## config.mk

```make
export PLATFORM = sky130hd
export DESIGN_NAME = flash_cmd_ctrl
export DESIGN_NICKNAME = d
export VERILOG_FILES = /design/src/rtl/flash_cmd_ctrl.sv
export SDC_FILE = /design/constraint.sdc
export NUM_CORES = 2
export LEC_CHECK = 0
export ABC_AREA = 1
export ABC_CLOCK_PERIOD_IN_PS = 5000
export BUFFER_PORTS_ARGS = -buffer_cell sky130_fd_sc_hd__buf_4
export CAP_MARGIN = 20
export CORE_ASPECT_RATIO = 1.2
export CORE_MARGIN = 2
export CORE_UTILIZATION = 45
export DETAILED_ROUTE_END_ITERATION = 12
export PLACE_DENSITY = 0.62
export SLEW_MARGIN = 30
export SYNTH_ARGS = -nofsm -noshare
export SYNTH_HDL_FRONTEND = slang
export SYNTH_SLANG_ARGS = --single-unit
```

## constraint.sdc

```tcl
create_clock -name clk -period 5 [get_ports clk]
set_input_delay 0.25 -clock clk [delete_from_list [all_inputs] [get_ports clk]]
set_output_delay 0.25 -clock clk [all_outputs]
set_load 0.05 [all_outputs]
```

## src/rtl/flash_cmd_ctrl.sv

```systemverilog
module flash_cmd_ctrl #(
  parameter int ADDR_W = 20,
  parameter int BLK_W = 4,
  parameter int OFF_W = 2,
  parameter int ERASE_CYC = 40,
  parameter int WRITE_CYC = 8,
  parameter logic [7:0] ID_MAKER = 8'h5A,
  parameter logic [7:0] ID_PART = 8'hC3
) (
  input  logic              clk,
  input  logic              rst_n,
  input  logic              ce_n,
  input  logic              we_n,
  input  logic [ADDR_W-1:0] addr,
  input  logic [7:0]        din,
  input  logic              vpp_ok,
  output logic [7:0]        dout,
  output logic              ready
);
  localparam int DEPTH = 1 << OFF_W;
  localparam int WORDS = (1 << BLK_W) * DEPTH;
  localparam int IDX_W = BLK_W + OFF_W;
  localparam int MAXC  = (ERASE_CYC > WRITE_CYC) ? ERASE_CYC : WRITE_CYC;
  localparam int CNT_W = $clog2(MAXC + 1);

  localparam logic [7:0] C_READ = 8'hFF, C_IDENT = 8'h90, C_STAT = 8'h70,
                         C_CLR = 8'h50, C_ERASE = 8'h20, C_CONF = 8'hD0,
                         C_PROG = 8'h40, C_PROG2 = 8'h10, C_SUSP = 8'hB0;

  typedef enum logic [1:0] {RD_ARR, RD_ID, RD_ST} rmode_t;
  typedef enum logic [1:0] {PD_NONE, PD_ERASE, PD_WRITE} pend_t;
  typedef enum logic [1:0] {WS_IDLE, WS_ERASE, WS_WRITE, WS_SUSP} wsm_t;

  rmode_t rmode;
  pend_t pend;
  wsm_t wsm;
  logic [CNT_W-1:0] cnt;
  logic [BLK_W-1:0] op_blk;
  logic [IDX_W-1:0] op_idx;
  logic [7:0] op_data;
  logic sr_ers, sr_wr, sr_vpp, we_arm;
  logic [7:0] mem [WORDS];

  wire unused_addr = ^addr[ADDR_W-BLK_W-1:OFF_W];
  wire [BLK_W-1:0] blk = addr[ADDR_W-1 -: BLK_W];
  wire [IDX_W-1:0] idx = {blk, addr[OFF_W-1:0]};
  wire commit = we_arm && we_n;
  wire busy = (wsm == WS_ERASE) || (wsm == WS_WRITE);
  wire [7:0] status = {!busy, wsm == WS_SUSP, sr_ers, sr_wr, sr_vpp, 3'b000};

  assign ready = !busy;

  always_comb begin
    case (rmode)
      RD_ARR:  dout = mem[idx];
      RD_ID:   dout = addr[0] ? ID_PART : ID_MAKER;
      default: dout = status;
    endcase
  end

  always_ff @(posedge clk or negedge rst_n) begin
    if (!rst_n) we_arm <= 1'b0;
    else        we_arm <= !ce_n && !we_n;
  end

  always_ff @(posedge clk or negedge rst_n) begin
    if (!rst_n) begin
      rmode <= RD_ARR;
      pend <= PD_NONE;
      wsm <= WS_IDLE;
      cnt <= '0;
      op_blk <= '0;
      op_idx <= '0;
      op_data <= '0;
      sr_ers <= 1'b0;
      sr_wr <= 1'b0;
      sr_vpp <= 1'b0;
      for (int i = 0; i < WORDS; i++) mem[i] <= 8'hFF;
    end else begin
      if (busy) begin
        if (cnt == '0) begin
          if (wsm == WS_ERASE)
            for (int i = 0; i < DEPTH; i++) mem[{op_blk, OFF_W'(i)}] <= 8'hFF;
          else
            mem[op_idx] <= mem[op_idx] & op_data;
          wsm <= WS_IDLE;
        end else begin
          cnt <= cnt - 1'b1;
        end
      end
      if (commit) begin
        if (busy) begin
          if (din == C_STAT) rmode <= RD_ST;
          else if (din == C_SUSP && wsm == WS_ERASE && cnt != '0) begin
            wsm <= WS_SUSP;
            rmode <= RD_ST;
          end
        end else if (pend == PD_ERASE) begin
          pend <= PD_NONE;
          rmode <= RD_ST;
          if (din != C_CONF) begin
            sr_ers <= 1'b1;
            sr_wr <= 1'b1;
          end else if (!sr_vpp) begin
            if (!vpp_ok) sr_vpp <= 1'b1;
            else begin
              wsm <= WS_ERASE;
              op_blk <= blk;
              cnt <= CNT_W'(ERASE_CYC - 1);
            end
          end
        end else if (pend == PD_WRITE) begin
          pend <= PD_NONE;
          rmode <= RD_ST;
          if (!sr_vpp) begin
            if (!vpp_ok) sr_vpp <= 1'b1;
            else begin
              wsm <= WS_WRITE;
              op_idx <= idx;
              op_data <= din;
              cnt <= CNT_W'(WRITE_CYC - 1);
            end
          end
        end else if (wsm == WS_SUSP) begin
          case (din)
            C_CONF: begin wsm <= WS_ERASE; rmode <= RD_ST; end
            C_READ: rmode <= RD_ARR;
            C_IDENT: rmode <= RD_ID;
            C_STAT: rmode <= RD_ST;
            default: ;
          endcase
        end else begin
          case (din)
            C_READ: rmode <= RD_ARR;
            C_IDENT: rmode <= RD_ID;
            C_STAT: rmode <= RD_ST;
            C_CLR: begin sr_ers <= 1'b0; sr_wr <= 1'b0; sr_vpp <= 1'b0; end
            C_ERASE: begin pend <= PD_ERASE; rmode <= RD_ST; end
            C_PROG, C_PROG2: begin pend <= PD_WRITE; rmode <= RD_ST; end
            default: ;
          endcase
        end
      end
    end
  end


  ready_fall_chk: assert property (@(posedge clk) disable iff (!rst_n)
    $fell(ready) |-> $past(commit));


  vpp_abort_chk: assert property (@(posedge clk) disable iff (!rst_n)
    (commit && !busy && pend == PD_WRITE && !sr_vpp && !vpp_ok) |=> (ready && sr_vpp));


  bad_confirm_chk: assert property (@(posedge clk) disable iff (!rst_n)
    (commit && !busy && pend == PD_ERASE && din != C_CONF) |=> (sr_ers && sr_wr && ready));


  lockout_chk: assert property (@(posedge clk) disable iff (!rst_n)
    (commit && !busy && pend != PD_NONE && sr_vpp) |=> ready);


  erase_done_chk: assert property (@(posedge clk) disable iff (!rst_n)
    (wsm == WS_ERASE && cnt == '0) |=> (mem[{op_blk, {OFF_W{1'b0}}}] == 8'hFF));
endmodule

```

==> results.toml <==
[synthesis]
syn-cell-area_um2 = 41500
synth_top_cell_area_share_pct = 32.4
ys_seq_area_share_pct = 34.4
syn_area_per_cell_um2 = 6.47
synth_fp_nets = 6462
synth-simple-area-share_pct = 32.2
synth-seq-cells = 545
synth_top_cell_by_area = "dfstp_2"
synth_top_family_by_area = "simple AND/OR/NAND/NOR gates"
synth_cell_types = 43
syn_inst = 6424
synth_mux_area_share_pct = 0
synth-xor-area-share_pct = 0.0211
synth_area_leaders = "dfstp_2 (32%), a21oi_1 (15%), nand3_1 (12%)"
synthAdderAreaFrac_pct = 0.151
ys.warnings.count = 0
synth_compound_area_share_pct = 21.8

[die]
ios = 42
die_area_um2 = 94800
start_util_pct = 45.2
chipWidth_um = 281
floorplan.rows = 122
core_um2 = 91900
die_height_um = 337

[critical_path]
reg2reg_slack_ps = 1000
worstSetupPathType = "reg2reg"
critPathMaxFanout = 39
crit_path_end_kind = "flop"
required_ps = 5550
worst-endpoint-arrival_ps = 4560
worstSetupStartpointType = "flop"

[route]
via_per_inst = 6.00
drtPass1Iterations = 8
ant_nets = 0
drt_iter0_markers = 5587
num_vias = 45100
wl_um = 175000
drc = 0
routedWlPerCell_um = 23.3

[power_and_ir_drop]
p_seq_share_pct = 35.9
swShare_pct = 37.8
clkPwrFrac_pct = 36.8
p_comb_share_pct = 27.3
p_total_mw = 14.5
intPower_mw = 9.04
power_density_nw_per_um2 = 326
net-switching-power_mw = 5.50
irDropWorstVdd_v = 0.000260
cellLeakagePower_nw = 18.3

[layout]
areaGrowthSynthToFinish_pct = 7.53
drive_above_1_share_pct = 16.0
final_util_pct = 48.6
num-nets-final = 6254
design_area_um2 = 44700
layout.cells.non_filler = 7510

[global_routing]
grt_pass1_vias = 41300
grt_overflow = 0
antenna_found_initial = 1
grt_util_all_layers_pct = 36.2
grt_pass1_wl_um = 260000
grt_max_degree = 159

[cts]
clk-insertion-delay-late_ps = 640
cts_tree = "yes"
clock_sinks = 545
post-cts-setup-buffer-count = 0
cts_max_path_buffers = 3
path_clk_slew_ps = 60
htreeDepth = 3
cts_root_buf = "clkbuf_16"
cts_buffers = 68

[sta]
fin_worst_skew_ps = 26.5
fin_crit_ps = 4000
tightest_slew_ps = 1110
rsz0062_at_grt = "no"
fmax_ghz = 0.250
relSlewSlack_pct = 26.3
drv_slew = 0
finalHoldViolCount = 0
setup_tns_ps = 0
finalSetupViolCount = 0
min_period_over_period_pct = 80.1

[placed_design]
place.gp.congestion = 0.958
port-buffer-count = 27
dp_cells = 7373
dp_hpwl_um = 106000
post_dp_cell_area_um2 = 42200

[run_status]
status = "finished clean"

[flow_run]
cap_violations = 0

[hold_path]
hold_class = "in2reg"
[metrics by stage]
stage | hold WS (ps) | setup WS [ps]
finish | 22.3 | 997
global route | 59.7 | 994
CTS | 2.70 | 1150
detailed placement | 371 | 1170
global placement | 372 | 1180
floorplan | -45.6 | 2180
[cell usage in the layout (no fill, tap or decap), types with 9 or more instances in the layout]
master	count
a21oi_1	1253
nor2_1	1087
nand2_1	988
nand3_1	969
inv_1	557
dfstp_2	512
o21ai_0	302
buf_4	120
clkbuf_16	73
inv_2	69
a21oi_4	54
nor2_2	40
dfrtp_1	24
o21ai_1	22
clkbuf_8	22
buf_12	21
a21oi_2	19
nor2_4	15
clkbuf_1	15
dlygate4sd3_1	13
o211ai_1	10
dfrtp_4	9
[power groups by stage]
stage | clock network [mW] | registers (mW) | logic [mW]
5_1_grt | 5.56 | 5.27 | 4.21
3_3_place_gp | 0 | 5.27 | 3.80
2_1_floorplan | 0 | 5.21 | 2.59
6_report | 5.35 | 5.22 | 3.97
3_5_place_dp | 0 | 5.28 | 3.83
4_1_cts | 5.40 | 5.21 | 3.84
[Yosys cell counts (all sizes together)]
cell type  count
a21oi       1326
nor2        1142
nand2       1001
nand3        977
inv          630
dfstp        512
o21ai        324
clkbuf       238
buf          196
dfrtp         33
nor3          12
o211ai        10
ha             5
nand4          4
clkinv         2
nor4           2
or2            2
a21boi         1
a32oi          1
nor3b          1
o2111ai        1
o211a          1
o31ai          1
o41ai          1
xor2           1
[cell families after synthesis]
kind of cell	count (synthesis)
AO/OA/AOI/OAI	1666
XOR/XNOR	1
adder cells (fa/ha/maj)	5
buffers and inverters	1066
flip-flops	545
AND/OR/NAND/NOR	3141
[repair_timing]
action / CTS / global route
hold buffers: 13 / 0
hold endpoints to repair: 15 / 0
gates resized for setup: 0 / 0
[per-layer routing]
metal / vias up / part of all wire (%) / GRT usage (%)
met5: - / 0.017 / 0
met4: 4 / 7.5 / 24.7
met3: 624 / 10 / 6.96
met2: 2611 / 43 / 54.2
met1: 21100 / 39 / 47.1
li1: 20700 / - / -
[final cells by class]
class,instances,area [um2]
Fill cell,9629,47200
Multi-Input combinational cell,4813,22600
Sequential cell,545,14300
Inverter,632,2400
Clock buffer,110,2190
Tap cell,1240,1550
Timing Repair Buffer,156,1480
Clock inverter,13,169
Antenna cell,1,2.50
[registers in the layout, summed over array words and instances (netlist names)]
name,cells
op_data,8
pend,2
sr_vpp,1
we_arm,1
op_blk,4
wsm,2
rmode,2
cnt,6
mem,512
op_idx,6
sr_wr,1
[final timing paths]
check	depth (start not counted)	start	to
worst max-delay path	13	op_idx[0]	mem[400]
worst min-delay path	4	vpp_ok	sr_vpp
worst max register to register	13	op_idx[0]	mem[400]
worst min register to register	2	mem[26]	mem[26]
max in group asynchronous	3	rst_n	mem[322]
min in group asynchronous	2	rst_n	op_idx[0]
[critical path: stages, from the launching register on]
cell	delay [ps]
dfrtp_4	740
inv_8	420
buf_4	390
buf_4	250
nand2_1	70
nand3_1	110
nand2_1	50
o21ai_0	370
nand2_1	170
nor2_1	320
nand2_4	400
buf_4	410
nand3_1	120
a21oi_1	80
(Power assumes the default switching activity.)
